### config.mk
export PLATFORM = sky130hd
export DESIGN_NAME = char_row_gen
export DESIGN_NICKNAME = d
export VERILOG_FILES = /design/src/rtl/crg_pkg.sv /design/src/rtl/crg_enable_qual.sv /design/src/rtl/crg_glyph_store.sv /design/src/rtl/crg_row_expand.sv /design/src/rtl/crg_serializer.sv /design/src/rtl/char_row_gen.sv
export SDC_FILE = /design/constraint.sdc
export NUM_CORES = 1
export LEC_CHECK = 0
export ABC_AREA = 0
export BUFFER_PORTS_ARGS = -buffer_cell sky130_fd_sc_hd__buf_2
export CAP_MARGIN = 40
export CORE_MARGIN = 1
export CORE_UTILIZATION = 48
export CTS_CLUSTER_DIAMETER = 40
export DETAILED_ROUTE_END_ITERATION = 7
export PLACE_DENSITY_LB_ADDON = 0.15
export SETUP_SLACK_MARGIN = 0.15
export SYNTH_ARGS = -nofsm -noshare
export SYNTH_HDL_FRONTEND = slang
export SYNTH_SLANG_ARGS = --single-unit
### constraint.sdc
create_clock -name clk_i -period 2.2 [get_ports clk_i]
set_input_delay 0.66 -clock clk_i [delete_from_list [all_inputs] [get_ports clk_i]]
set_output_delay 0.66 -clock clk_i [all_outputs]
set_load 0.005 [all_outputs]
### src/rtl/crg_pkg.sv
package crg_pkg;
  localparam int CODE_W  = 7;
  localparam int LINE_W  = 4;
  localparam int STORE_W = 8;
  localparam int CELL_W  = STORE_W + 1;
  localparam int CELL_H  = 15;
  localparam int EN_N    = 4;

  typedef enum logic {FMT_ALPHA = 1'b0, FMT_FULL = 1'b1} fmt_e;
  typedef enum logic {EN_ALL = 1'b0, EN_PAIR = 1'b1} en_mode_e;

  // computed glyph contents: no table needed
  function automatic logic [STORE_W-1:0] glyph_byte(logic [CODE_W-1:0] code,
                                                    logic [LINE_W-1:0] line);
    if (int'(line) >= CELL_H) return '0;
    return {code, line[0]} ^ {line, line};
  endfunction
endpackage

### src/rtl/crg_enable_qual.sv
module crg_enable_qual
  import crg_pkg::*;
#(
  parameter int N = EN_N
) (
  input  logic [N-1:0] en_i,
  input  en_mode_e     mode_i,
  output logic         ok_o
);
  localparam int PAIRS = N / 2;

  logic [PAIRS-1:0] pair_ok;

  for (genvar p = 0; p < PAIRS; p++) begin : g_pair
    assign pair_ok[p] = en_i[2*p] & en_i[2*p+1];
  end

  always_comb begin
    unique case (mode_i)
      EN_ALL:  ok_o = &en_i;
      EN_PAIR: ok_o = |pair_ok;
      default: ok_o = 1'b0;
    endcase
  end
endmodule

### src/rtl/crg_glyph_store.sv
module crg_glyph_store
  import crg_pkg::*;
(
  input  logic [CODE_W-1:0]  code_i,
  input  logic [LINE_W-1:0]  line_i,
  input  logic               cs_i,
  output logic [STORE_W-1:0] data_o
);
  always_comb data_o = cs_i ? glyph_byte(code_i, line_i) : '0;
endmodule

### src/rtl/crg_row_expand.sv
module crg_row_expand
  import crg_pkg::*;
(
  input  logic [STORE_W-1:0] byte_i,
  input  fmt_e               fmt_i,
  output logic [CELL_W-1:0]  pix_o
);
  localparam int GLY_W = STORE_W - 1;

  logic [CELL_W-1:0] alpha_pix, full_pix;
  logic              half;

  assign half = byte_i[STORE_W-1];

  // alpha: 7 pixels at [8:2] or, with half-shift, at [7:1]
  for (genvar i = 0; i < GLY_W; i++) begin : g_alpha
    assign alpha_pix[i+2] = half ? byte_i[i+1] & 1'b0 | (i == GLY_W-1 ? 1'b0 : byte_i[i+1]) : byte_i[i];
  end
  assign alpha_pix[1] = half ? byte_i[0] : 1'b0;
  assign alpha_pix[0] = 1'b0;

  // full: bit 0 doubled into pixels 1 and 0
  for (genvar i = 1; i < STORE_W; i++) begin : g_full
    assign full_pix[i+1] = byte_i[i];
  end
  assign full_pix[1] = byte_i[0];
  assign full_pix[0] = byte_i[0];

  assign pix_o = (fmt_i == FMT_FULL) ? full_pix : alpha_pix;
endmodule

### src/rtl/crg_serializer.sv
module crg_serializer #(
  parameter int W = 9
) (
  input  logic         clk_i,
  input  logic         rst_ni,
  input  logic [W-1:0] load_i,
  output logic         serial_o
);
  localparam int CW = $clog2(W);

  logic [CW-1:0] cnt_q;
  logic [W-1:0]  sh_q;

  always_ff @(posedge clk_i or negedge rst_ni) begin
    if (!rst_ni) begin
      cnt_q <= '0;
      sh_q  <= '0;
    end else if (cnt_q == '0) begin
      sh_q  <= load_i;
      cnt_q <= CW'(1);
    end else begin
      sh_q  <= {sh_q[W-2:0], 1'b0};
      cnt_q <= (cnt_q == CW'(W-1)) ? '0 : cnt_q + CW'(1);
    end
  end

  assign serial_o = sh_q[W-1];

  a_r11_cnt_range: assert property (@(posedge clk_i) disable iff (!rst_ni)
    int'(cnt_q) < W);
  a_r11_first_pixel: assert property (@(posedge clk_i) disable iff (!rst_ni)
    (cnt_q == '0) |=> serial_o == $past(load_i[W-1]));
  a_r11_drained: assert property (@(posedge clk_i) disable iff (!rst_ni)
    (cnt_q == '0) |-> sh_q[W-2:0] == '0);
endmodule

### src/rtl/char_row_gen.sv
module char_row_gen
  import crg_pkg::*;
(
  input  logic                clk_i,
  input  logic                rst_ni,
  input  logic [CODE_W-1:0]   code_i,
  input  logic [LINE_W-1:0]   line_i,
  input  logic                fmt_i,
  input  logic [EN_N-1:0]     en_i,
  input  logic                en_mode_i,
  output logic [CELL_W-1:0]   row_o,
  output logic                serial_o
);
  logic               cs;
  logic [STORE_W-1:0] store_q;
  logic [CELL_W-1:0]  pix_d;
  logic [CELL_W-1:0]  row_q;

  crg_enable_qual #(.N(EN_N)) u_qual (
    .en_i   (en_i),
    .mode_i (en_mode_e'(en_mode_i)),
    .ok_o   (cs)
  );

  crg_glyph_store u_store (
    .code_i (code_i),
    .line_i (line_i),
    .cs_i   (cs),
    .data_o (store_q)
  );

  crg_row_expand u_expand (
    .byte_i (store_q),
    .fmt_i  (fmt_e'(fmt_i)),
    .pix_o  (pix_d)
  );

  always_ff @(posedge clk_i or negedge rst_ni) begin
    if (!rst_ni) row_q <= '0;
    else         row_q <= pix_d;
  end
  assign row_o = row_q;

  crg_serializer #(.W(CELL_W)) u_ser (
    .clk_i    (clk_i),
    .rst_ni   (rst_ni),
    .load_i   (pix_d),
    .serial_o (serial_o)
  );

  a_r9_dark_when_off: assert property (@(posedge clk_i) disable iff (!rst_ni)
    !cs |=> row_o == '0);
  a_r3_last_line_dark: assert property (@(posedge clk_i) disable iff (!rst_ni)
    (line_i == LINE_W'(CELL_H)) |=> row_o == '0);
  a_r6_dup_pixel: assert property (@(posedge clk_i) disable iff (!rst_ni)
    (fmt_i == FMT_FULL) |=> row_o[1] == row_o[0]);
  a_r4_alpha_right_edge: assert property (@(posedge clk_i) disable iff (!rst_ni)
    (fmt_i == FMT_ALPHA) |=> row_o[0] == 1'b0);
  a_r8_pair_enable: assert property (@(posedge clk_i) disable iff (!rst_ni)
    (en_mode_i && en_i[1:0] == 2'b11) |-> cs);
endmodule

=== Word-level counts from Yosys, hierarchy flattened ===
Cells that the tools add are included.

* Flip-flop bits (word level): 22
* Input port bits: 19
* Output and inout port bits: 10
* Word-level logic and storage cells: 30

* Add/subtract/negate cells: 1
* $lt $le $gt $ge: 1
* Equal/unequal tests: 1
* Muxes and demuxes: 17
* Bitwise gates (word level): 4
* Reduce and logical (&&, ||, !) cells: 3

{| class="wikitable"
|+ Operators by type and width
! kind !! count
|-
| 8-bit two-way mux || 3
|-
| 9-bit two-way mux || 2
|-
| 1-bit two-way mux || 9
|-
| 4-bit two-way mux || 2
|-
| 8-bit bitwise XOR || 1
|-
| 4-bit by 1-bit adder with 4-bit output, second input constant || 1
|-
| 4-bit == test, second input constant || 1
|-
| 4-bit >= comparator, second input constant || 1
|-
| 4-bit logical NOT || 1
|-
| 4-bit AND reduction || 1
|-
| 1-bit AND || 2
|-
| 1-bit case mux with 2 select lines || 1
|-
| 2-bit OR reduction || 1
|-
| 1-bit inverter || 1
|}

=== Logic depth before layout (Yosys ltp) ===
Gate-level depths: netlist of the first run.

* Depth after elaboration: 7
* Depth in mapped cells: 7
* Depth with buffers taken out: 6

=== Hierarchy ===
From an unflattened synthesis of the first run, not the netlist that was laid out.

* Cells, all modules: 81
* Area, all modules: 1,054.8 sq um

{| class="wikitable"
|+ By module, submodules not included
! module !! instances !! cells each !! area an instance (sq um) !! seq. area each (sq um)
|-
| crg_serializer || 1 || 36 || 539.3 || 325.3
|-
| char_row_gen || 1 || 9 || 225.2 || 225.2
|-
| crg_glyph_store || 1 || 22 || 165.2 || 0.0
|-
| crg_row_expand || 1 || 11 || 107.6 || 0.0
|-
| crg_enable_qual || 1 || 3 || 17.5 || 0.0
|}

=== Worst setup path before layout of the first run ===
Ideal clock, no wire load.

* Kind: input -> register
* Start point: input en_mode_i
* End point: register u_ser.sh_q[8]
* Setup time: 0.139 ns
* Arrival: 1.462 ns
* Data required time: 2.061 ns
* Path slack: 0.599 ns
* Cell stages on the path: 4
* Buffers on the path: 1
* Cell sequence: a32o_1 -> nand3_1 -> buf_1 -> o31ai_1

* Cells in the longest elaborated chain, start to end: 6

{| class="wikitable"
|+ RTL lines
! what !! RTL line !! source
|-
| from (decl) || char_row_gen.sv:10 || <nowiki>input logic en_mode_i,</nowiki>
|-
| 1-bit inverter || crg_enable_qual.sv:19 || <nowiki>unique case (mode_i)</nowiki>
|-
| 1-bit case mux with 2 select lines (*) || crg_enable_qual.sv:19 ||
|-
| 8-bit two-way mux (*) || crg_glyph_store.sv:9 || <nowiki>always_comb data_o = cs_i ? glyph_byte(code_i, line_i) : '0;</nowiki>
|-
| 1-bit two-way mux || crg_row_expand.sv:17 || <nowiki>assign alpha_pix[i+2] = half ? byte_i[i+1] & 1'b0 | (i == GLY_W-1 ? 1'b0 : byte_i[i+1]) : byte_i[i];</nowiki>
|-
| 9-bit two-way mux (*) || crg_row_expand.sv:29 || <nowiki>assign pix_o = (fmt_i == FMT_FULL) ? full_pix : alpha_pix;</nowiki>
|-
| 9-bit two-way mux (*) || crg_serializer.sv:18 || <nowiki>end else if (cnt_q == '0) begin</nowiki>
|-
| to (signal assigned) || crg_serializer.sv:19 || <nowiki>sh_q <= load_i;</nowiki>
|-
| to (signal assigned) || crg_serializer.sv:22 || <nowiki>sh_q <= {sh_q[W-2:0], 1'b0};</nowiki>
|-
| to (decl) || crg_serializer.sv:12 || <nowiki>logic [W-1:0] sh_q;</nowiki>
|}

Mark *: on every way between the ends. The rest lies on a longest branch, timed or not.

=== Worst setup path in the final report of the first run ===
* Start point: register u_ser.cnt_q[0]
* End point: register u_ser.sh_q[6]

* Cells in the longest elaborated chain, start to end: 2

{| class="wikitable"
|+ RTL lines
! what !! RTL line !! source
|-
| from (decl) || crg_serializer.sv:11 || <nowiki>logic [CW-1:0] cnt_q;</nowiki>
|-
| from (signal assigned) || crg_serializer.sv:23 || <nowiki>cnt_q <= (cnt_q == CW'(W-1)) ? '0 : cnt_q + CW'(1);</nowiki>
|-
| 4-bit logical NOT || crg_serializer.sv:18 ||
|-
| 9-bit two-way mux || crg_serializer.sv:18 ||
|}

No other way between the ends.

==> results.json, run 1 <==
{
  "status": "finished, final reports clean",
  "path_clk_slew_ps": 90,
  "synth_compound_area_share_pct": 14.0,
  "grt_antenna_before_repair": 0,
  "worstPathCellList": "inv_1 -> ha_1 -> nor2b_1 -> nand2b_1 -> o41ai_1",
  "fin_worst_hold_slack_ps": 281,
  "final_antenna_net_count": 0,
  "relSlewSlack_pct": 62.9,
  "initial_core_util_pct": 50.8,
  "p_per_area_nw_per_um2": 576,
  "dp_slack_ps": 258,
  "cts.repair.resized": 0,
  "total_power_mw": 0.595,
  "setup_tns_ps": 0,
  "ctsHoldBuffers": 0,
  "ys_ff_latch": 18,
  "grt.total_usage_pct": 16.7,
  "multi_input_area_um2": 392,
  "numCtsBuffers": 3,
  "worst_slew_pin_slew_ps": 555,
  "worstSetupPathType": "register to register",
  "overflow": 0,
  "num_rows": 15,
  "layout_setup_ws_ps": 459,
  "area_growth_pct": 19.0,
  "yosysWarnings": 0,
  "die_x_um": 44.5,
  "max_stage_delay_ps": 450,
  "crit_arrival_ps": 1910,
  "vias_per_cell": 4.97,
  "drc": 0,
  "rsz0062_at_grt": "false",
  "maxCapViolations": 0,
  "ios": 29,
  "final_nets": 127,
  "final-seq-area_um2": 450,
  "final_util_pct": 60.5,
  "hp-class": "input pin to asynchronous set/reset pin",
  "drt-total-wl_um": 1350,
  "synthAdderAreaFrac_pct": 2.88,
  "vias": 641,
  "ir_drop_mv": 0.389,
  "cts_sinks": 18,
  "worstPathRequired_ps": 2370,
  "cts_root_buf": "clkbuf_4",
  "final.setup_skew_ps": 4.37,
  "layout_min_cycle_time_ps": 1740,
  "grt_pass1_wl_um": 2300,
  "final_cell_area_um2": 1030,
  "setup_viol": 0,
  "synth-seq-area-share_pct": 51.9,
  "avgRoutedWirePerCell_um": 10.4,
  "gp_congestion": 0.774,
  "synth_top_family_by_area": "simple AND/OR/NAND/NOR gates",
  "cts_post_setup_buffers_inserted": 0,
  "fmax_mhz": 574,
  "path_buf_inv": 1,
  "path_max_fanout": 12,
  "drt_pass1_iterations": 6,
  "clk_path_buf_depth": 2,
  "placed_area_um2": 1010,
  "yosys.area_share.simple_pct": 15.3,
  "hold_viol_final": 0,
  "grt_start_max_net_pins": 19,
  "p_leak_nw": 0.499,
  "startpoint_type": "register",
  "cts_tree": "built",
  "slew_violations": 0,
  "htreeDepth": 1,
  "diodes": 0,
  "synthCells": 78,
  "syn_area_per_cell_um2": 11.1,
  "io_buffers": 26,
  "insertion_delay_ps": 280,
  "grt_pass1_vias": 545,
  "drtIter0Drc": 13,
  "synth_xor_area_share_pct": 7.93,
  "synth_area_um2": 868,
  "slowest_stage": "o41ai_1",
  "muxShareOfSynthArea_pct": 4.18,
  "dp_hpwl_um": 1070,
  "layout-drive-gt1-share_pct": 32.7,
  "core_area_um2": 1710,
  "die_h_um": 44.5,
  "synth.distinct_cells": 31,
  "fillers": 150,
  "dp_cells": 126,
  "final-instance-count-excl-fill": 129,
  "worstSetupEndpointType": "register",
  "die_area_um2": 1980,
  "crit_family": "simple AND/OR/NAND/NOR gates",
  "period_share_pct": 79.2
}
## cell usage in the layout, fill, tap and decap left out, types with 2 or more instances in the layout
cell	synthesis	layout
a21oi_1	2	2
a22o_1	2	2
buf_2	0	26
clkbuf_4	0	3
conb_1	1	2
dfrtp_1	18	18
ha_1	2	2
inv_1	2	2
nand2_1	4	4
nand3_1	2	2
nor2_1	6	6
nor2b_1	4	4
nor3_1	6	6
o21ai_0	3	3
o31ai_1	2	2
o41ai_1	2	2
xnor2_1	4	4
xor2_1	2	2
## synthesized netlist by cell type
library cell	count	area (um2)
nand3_1	2	10.0
clkbuf_1	1	3.75
mux2i_1	1	10.0
o41ai_1	2	17.5
nor4_1	1	6.26
nor2_4	1	11.3
buf_4	2	15.0
buf_1	1	3.75
nand2b_1	1	6.26
mux2_4	1	15.0
a21oi_1	2	10.0
inv_1	2	7.51
xor2_1	2	17.5
o31ai_1	2	15.0
o21ai_0	3	15.0
a22o_1	2	17.5
xor2_2	1	16.3
ha_1	2	25.0
a21boi_0	1	7.51
conb_1	1	3.75
nor2b_1	4	25.0
a32o_1	1	10.0
nor3_1	6	30.0
nand2_1	4	15.0
xnor2_1	4	35.0
o31ai_4	1	21.3
a21o_1	1	7.51
mux2_2	1	11.3
dfrtp_1	18	450
nand4_1	1	6.26
nor2_1	6	22.5
## power breakdown
group          leakage, nW  total (mW)  switching [mW]  internal, mW
Combinational        0.243       0.100          0.0561        0.0439
Clock               0.0138       0.150          0.0869        0.0635
Sequential           0.243       0.344         0.00236         0.342
Total                0.499       0.595           0.145         0.449
## logic make-up after synthesis
kind of cell,Yosys count
AOI/OAI and AO/OA,15
xor gates and xnor gates,7
adders and majority gates,2
buffers and inverters,6
DFF,18
muxes,3
other,1
and+or+nand+nor,26
## final cells by class
type,instances,share of cell area (%)
Clock buffer,3,2.18
Inverter,2,0.726
Multi-Input combinational cell,55,37.9
Sequential cell,18,43.6
Tap cell,25,3.03
Timing Repair Buffer,26,12.6
## routing by layer
layer  GRT usage, %  vias to the layer above  wire length (um)
li1               -                      323                 -
met2           24.7                       22               620
met1           21.9                      294               660
met5              0                        -                 0
met4           10.9                        0                16
met3           3.67                        2                48
## sequential cells by signal, indices dropped and copies added (netlist names)
signal,count
u_ser.cnt_q,4
row_o,7
u_ser.sh_q,7
## final timing paths
| path | from | endpoint | slack, ps | cells after the start |
|---|---|---|---|---|
| setup / recovery | u_ser.cnt_q[0] | u_ser.sh_q[6] | 460 | 5 |
| hold / removal | rst_ni | row_o[7] | 280 | 1 |
| setup reg to reg | u_ser.cnt_q[0] | u_ser.sh_q[6] | 460 | 5 |
| hold reg to reg | u_ser.sh_q[7] | u_ser.sh_q[8] | 460 | 2 |
| max in group asynchronous | rst_ni | u_ser.cnt_q[2] | 1640 | 1 |
| min in group clk_i | u_ser.sh_q[7] | u_ser.sh_q[8] | 460 | 2 |
No activity file was read; power rests on OpenSTA's default activity.
==> run 2, diff against run 1 <==
==> constraint.sdc (replaced) <==
create_clock -name clk_i -period 1.75 [get_ports clk_i]
set_input_delay 0.525 -clock clk_i [delete_from_list [all_inputs] [get_ports clk_i]]
set_output_delay 0.525 -clock clk_i [all_outputs]
set_load 0.005 [all_outputs]
==> run 2 against run 1 <==
  * First-iteration DRC count shrank 46%
  * Sequential share of layout area fell by 1.4 points
  * Combinational power increased by 29%
  * Routed wire length up 2.5%
  * Sequential power is 26% higher
  * Critical endpoint is now u_ser.sh_q[4]
  * Largest cell class unchanged
==> results.json, run 2 (synthesized netlist as in run 1, its figures left out) <==
{
  "p_leak_nw": 0.515,
  "ir_drop_mv": 0.400,
  "numCtsBuffers": 3,
  "critical_path_cell_count": 7,
  "cts_tree": "built",
  "grt.total_usage_pct": 15.4,
  "fmax_mhz": 649,
  "startpoint": "u_ser.cnt_q[0]",
  "drc": 0,
  "insertion_delay_ps": 290,
  "cts_root_buf": "clkbuf_4",
  "initial_core_util_pct": 50.8,
  "worstSetupPathType": "register to register",
  "hold_viol_final": 0,
  "layout-drive-gt1-share_pct": 36.4,
  "dp_hpwl_um": 1120,
  "cts_post_setup_buffers_inserted": 0,
  "worstPathCellList": "inv_1 -> ha_1 -> nor2b_1 -> nand2b_1 -> buf_4 -> nor2_1 -> a22o_1",
  "drt_pass1_iterations": 4,
  "status": "finished, final reports clean",
  "io_buffers": 26,
  "die_x_um": 44.5,
  "path_buf_inv": 2,
  "maxCapViolations": 0,
  "setup_viol": 0,
  "ios": 29,
  "worstSetupEndpointType": "register",
  "reg2reg_depth": 7,
  "rsz0062_at_grt": "true",
  "grt_pass1_wl_um": 2100,
  "die_h_um": 44.5,
  "setup_tns_ps": 0,
  "crit_family": "flip-flops",
  "drtIter0Drc": 7,
  "vias": 659,
  "layout_min_cycle_time_ps": 1540,
  "diodes": 0,
  "avgRoutedWirePerCell_um": 10.4,
  "timing.rr.start": "u_ser.cnt_q[0]",
  "total_power_mw": 0.756,
  "core_area_um2": 1710,
  "p_per_area_nw_per_um2": 709,
  "grt_start_max_net_pins": 19,
  "htreeDepth": 1,
  "worstPathRequired_ps": 1940,
  "grt_pass1_vias": 528,
  "hp-class": "input pin to asynchronous set/reset pin",
  "final.setup_skew_ps": 7.32,
  "startpoint_type": "register",
  "path_clk_slew_ps": 90,
  "layout_common_cells": "buf_2 (26), dfrtp_1 (18), nor2_1 (6), nor3_1 (6)",
  "num_rows": 15,
  "period_share_pct": 88.1,
  "final_nets": 130,
  "ff2ff_setup_slack_ps": 210,
  "crit_arrival_ps": 1730,
  "die_area_um2": 1980,
  "overflow": 0,
  "slew_violations": 0,
  "cts_sinks": 18,
  "gp_congestion": 0.783,
  "drt-total-wl_um": 1380,
  "final_common_cell": "buf_2",
  "clk_path_buf_depth": 2,
  "slowest_stage": "dfrtp_1",
  "vias_per_cell": 4.99,
  "grt_antenna_before_repair": 0,
  "final_antenna_net_count": 0,
  "path_max_fanout": 9,
  "critical_path.endpoint": "u_ser.sh_q[4]",
  "max_stage_delay_ps": 400,
  "r2r-end": "u_ser.sh_q[4]",
  "area_growth_pct": 22.9
}
## run 2: per-stage QoR
stage | hold slack [ps] | cell area, um2 | utilization [%] | setup WS (ps) | instances
final | 142 | 1070 | 62.5 | 209 | 132
after CTS | 161 | 1060 | 61.8 | 218 | 132
after detailed placement | 444 | 1030 | 60.5 | 56.4 | 129
after global placement | 440 | 1030 | 60.5 | 85.7 | 129
after global routing | 163 | 1070 | 62.5 | 126 | 132
after floorplan | 229 | 872 | - | 209 | 79
## run 2: worst min path at each step
stage,cells after the start,to
finish,1,u_ser.cnt_q[3]
global route,1,u_ser.cnt_q[3]
CTS,1,u_ser.cnt_q[3]
detailed placement,2,u_ser.sh_q[6]
global placement,2,u_ser.sh_q[8]
floorplan,0,row_o[2]
## run 2: layer usage
layer  wire length [um]  track usage (%)  vias to the layer above
met2                640             25.3                       26
li1                   -                -                      328
met3                 75             3.67                        4
met4                 41             10.9                        0
met5                  0                0                        -
met1                621             17.6                      301
## run 2: final cells by class
cell class,count,area (um2)
fillers,155,641
flip-flops and latches,18,450
well taps,25,31.3
repair buffers,29,153
inverters,2,7.51
clock buffers,3,22.5
multi-input cells,55,403
## run 2: what timing repair did
action                     in CTS  in global routing
hold buffers                    0                  0
setup endpoints to repair       0                  5
gates resized for setup         0                  2
## run 2: power by group
group | switching, mW | total, mW | internal (mW)
Sequential | 0.00329 | 0.433 | 0.430
Clock | 0.114 | 0.194 | 0.0800
Combinational | 0.0711 | 0.129 | 0.0576
==> run 3, diff against run 2 <==
--- a/config.mk
+++ b/config.mk
@@ -8,10 +8,12 @@
 export ABC_AREA = 0
 export BUFFER_PORTS_ARGS = -buffer_cell sky130_fd_sc_hd__buf_2
 export CAP_MARGIN = 40
+export CORE_ASPECT_RATIO = 0.8
 export CORE_MARGIN = 1
-export CORE_UTILIZATION = 48
+export CORE_UTILIZATION = 43
 export CTS_CLUSTER_DIAMETER = 40
 export DETAILED_ROUTE_END_ITERATION = 7
+export GPL_TIMING_DRIVEN = 0
 export PLACE_DENSITY_LB_ADDON = 0.15
 export SETUP_SLACK_MARGIN = 0.15
 export SYNTH_ARGS = -nofsm -noshare
==> constraint.sdc (replaced) <==
create_clock -name clk_i -period 1.4 [get_ports clk_i]
set_input_delay 0.42 -clock clk_i [delete_from_list [all_inputs] [get_ports clk_i]]
set_output_delay 0.42 -clock clk_i [all_outputs]
set_load 0.005 [all_outputs]
==> run 3 against run 2 <==
  * Global-route usage is 2.7 points higher
  * Sequential cell count is the same
  * Hold slack got worse by 110 ps
  * Clock skew down 6.4 ps
  * Sequential power increased by 25%
  * Register-to-register slack worse by 110 ps
  * Final area is 11% higher
  * First-iteration DRC count grew 86%
  * Die area increased by 11%
==> results.json, run 3 (synthesized netlist as in run 1, its figures left out) <==
{
  "status": "finished, final reports clean",
  "slew_violations": 0,
  "layout-drive-gt1-share_pct": 47.0,
  "layout_setup_ws_ps": 103,
  "final_common_cell": "buf_2",
  "drt_pass1_iterations": 4,
  "power_switching_mw": 0.250,
  "p_int_mw": 0.721,
  "final.setup_skew_ps": 0.893,
  "vias_per_cell": 4.91,
  "reg2reg_depth": 7,
  "core_area_um2": 1890,
  "htreeDepth": 1,
  "slowest_stage": "dfrtp_1",
  "grt_pass1_wl_um": 2860,
  "path_clk_slew_ps": 90,
  "overflow": 0,
  "total_power_mw": 0.971,
  "grt_pass1_vias": 644,
  "hold_viol_final": 0,
  "layout_common_cells": "buf_2 (27), dfrtp_1 (18), buf_4 (9)",
  "period_share_pct": 92.7,
  "power_frac_seq_pct": 55.9,
  "dp_hpwl_um": 1220,
  "netSwitchingFraction_pct": 25.8,
  "numCtsBuffers": 3,
  "drc": 0,
  "worstSetupPathType": "register to register",
  "cts_root_buf": "clkbuf_4",
  "clockPowerShare_pct": 25.2,
  "initial_core_util_pct": 45.9,
  "cts_tree": "built",
  "drt-total-wl_um": 1740,
  "layout_min_cycle_time_ps": 1300,
  "ctsHoldBuffers": 0,
  "gp_congestion": 0.730,
  "p_per_area_nw_per_um2": 817,
  "num_rows": 14,
  "final_nets": 138,
  "hp-class": "input pin to asynchronous set/reset pin",
  "startpoint_type": "register",
  "die_h_um": 42.2,
  "fmax_mhz": 771,
  "grt_start_max_net_pins": 19,
  "crit_arrival_ps": 1470,
  "worstPathRequired_ps": 1580,
  "r2r-end": "u_ser.sh_q[8]",
  "final_antenna_net_count": 0,
  "grt_antenna_before_repair": 0,
  "rsz0062_at_grt": "true",
  "timing.rr.start": "u_ser.cnt_q[0]",
  "max_stage_delay_ps": 390,
  "diodes": 0,
  "fillers": 166,
  "dp_slack_ps": -173,
  "insertion_delay_ps": 290,
  "ir_drop_mv": 0.721,
  "ff2ff_setup_slack_ps": 100,
  "die_area_um2": 2200,
  "p_leak_nw": 0.580,
  "maxCapViolations": 0,
  "worstPathCellList": "inv_2 -> ha_4 -> nor2b_4 -> nand2b_4 -> buf_4 -> nand2_2 -> o31ai_4",
  "drtIter0Drc": 13,
  "p_comb_share_pct": 18.9,
  "worstSetupEndpointType": "register",
  "path_max_fanout": 5,
  "cts_sinks": 18,
  "ios": 29,
  "setup_viol": 0,
  "vias": 682,
  "avgRoutedWirePerCell_um": 12.5,
  "die_x_um": 52.2,
  "area_growth_pct": 36.9,
  "io_buffers": 26,
  "clk_path_buf_depth": 2,
  "grt.total_usage_pct": 18.2
}
## run 3: worst max-delay path by stage
| stage | from | endpoint | slack, ps | cells past startpoint |
|---|---|---|---|---|
| after global placement | line_i[3] | u_ser.sh_q[7] | -140 | 5 |
| after floorplan | u_ser.cnt_q[0] | u_ser.sh_q[3] | 70 | 6 |
| after detailed placement | line_i[3] | u_ser.sh_q[7] | -170 | 5 |
| after CTS | u_ser.cnt_q[0] | u_ser.sh_q[3] | 70 | 6 |
| after global routing | u_ser.cnt_q[1] | u_ser.sh_q[8] | 50 | 7 |
| final | u_ser.cnt_q[0] | u_ser.sh_q[8] | 100 | 7 |
## run 3: power groups by stage
| stage | registers (mW) | logic, mW | clock network (mW) |
|---|---|---|---|
| floorplan | 0.555 | 0.0933 | 0 |
| global placement | 0.552 | 0.169 | 0 |
| detailed placement | 0.552 | 0.171 | 0 |
| CTS | 0.542 | 0.172 | 0.255 |
| global route | 0.544 | 0.206 | 0.279 |
| finish | 0.542 | 0.183 | 0.245 |
## run 3: routing by layer
layer | part of all wire (%) | global-route usage (%) | up-vias
li1 | - | - | 346
met2 | 47 | 26.9 | 19
met1 | 46 | 24.4 | 313
met3 | 6.2 | 7.61 | 4
met4 | 0.92 | 4.74 | 0
met5 | 0 | 0 | -
## run 3: layout make-up
class / count / area, um2 / area share, %
multi-input cells: 55 / 460 / 38.7
flip-flops and latches: 18 / 450 / 37.9
repair buffers: 33 / 183 / 15.4
plain buffers: 4 / 35.0 / 2.95
well taps: 24 / 30.0 / 2.53
clock buffers: 3 / 22.5 / 1.89
inverters: 2 / 7.51 / 0.632
## run 3: metrics by stage
step | utilization [%] | instance area, um2 | TNS (ps) | hold slack, ps | cells
2_1_floorplan | - | 912 | 0 | 124 | 79
3_3_place_gp | 56.7 | 1070 | -596 | 367 | 129
3_5_place_dp | 56.7 | 1070 | -678 | 367 | 129
4_1_cts | 60.2 | 1140 | 0 | 44.7 | 136
5_1_grt | 62.8 | 1190 | 0 | 58.2 | 139
6_report | 62.8 | 1190 | 0 | 36.7 | 139
## run 3: critical path, delay by kind of cell (launching register included)
| kind | cells | cell delay [ps] |
|---|---|---|
| adder cells (fa/ha/maj) | 1 | 130 |
| buffers and inverters | 2 | 250 |
| AND/OR/NAND/NOR | 3 | 340 |
| flip-flops | 1 | 390 |
| AO/OA/AOI/OAI | 1 | 60 |
## run 3: what timing repair did
action,CTS,global route
cloned,1,0
setup endpoints to repair,7,9
gates resized for setup,2,8
setup buffers,3,3
pin swaps,0,2
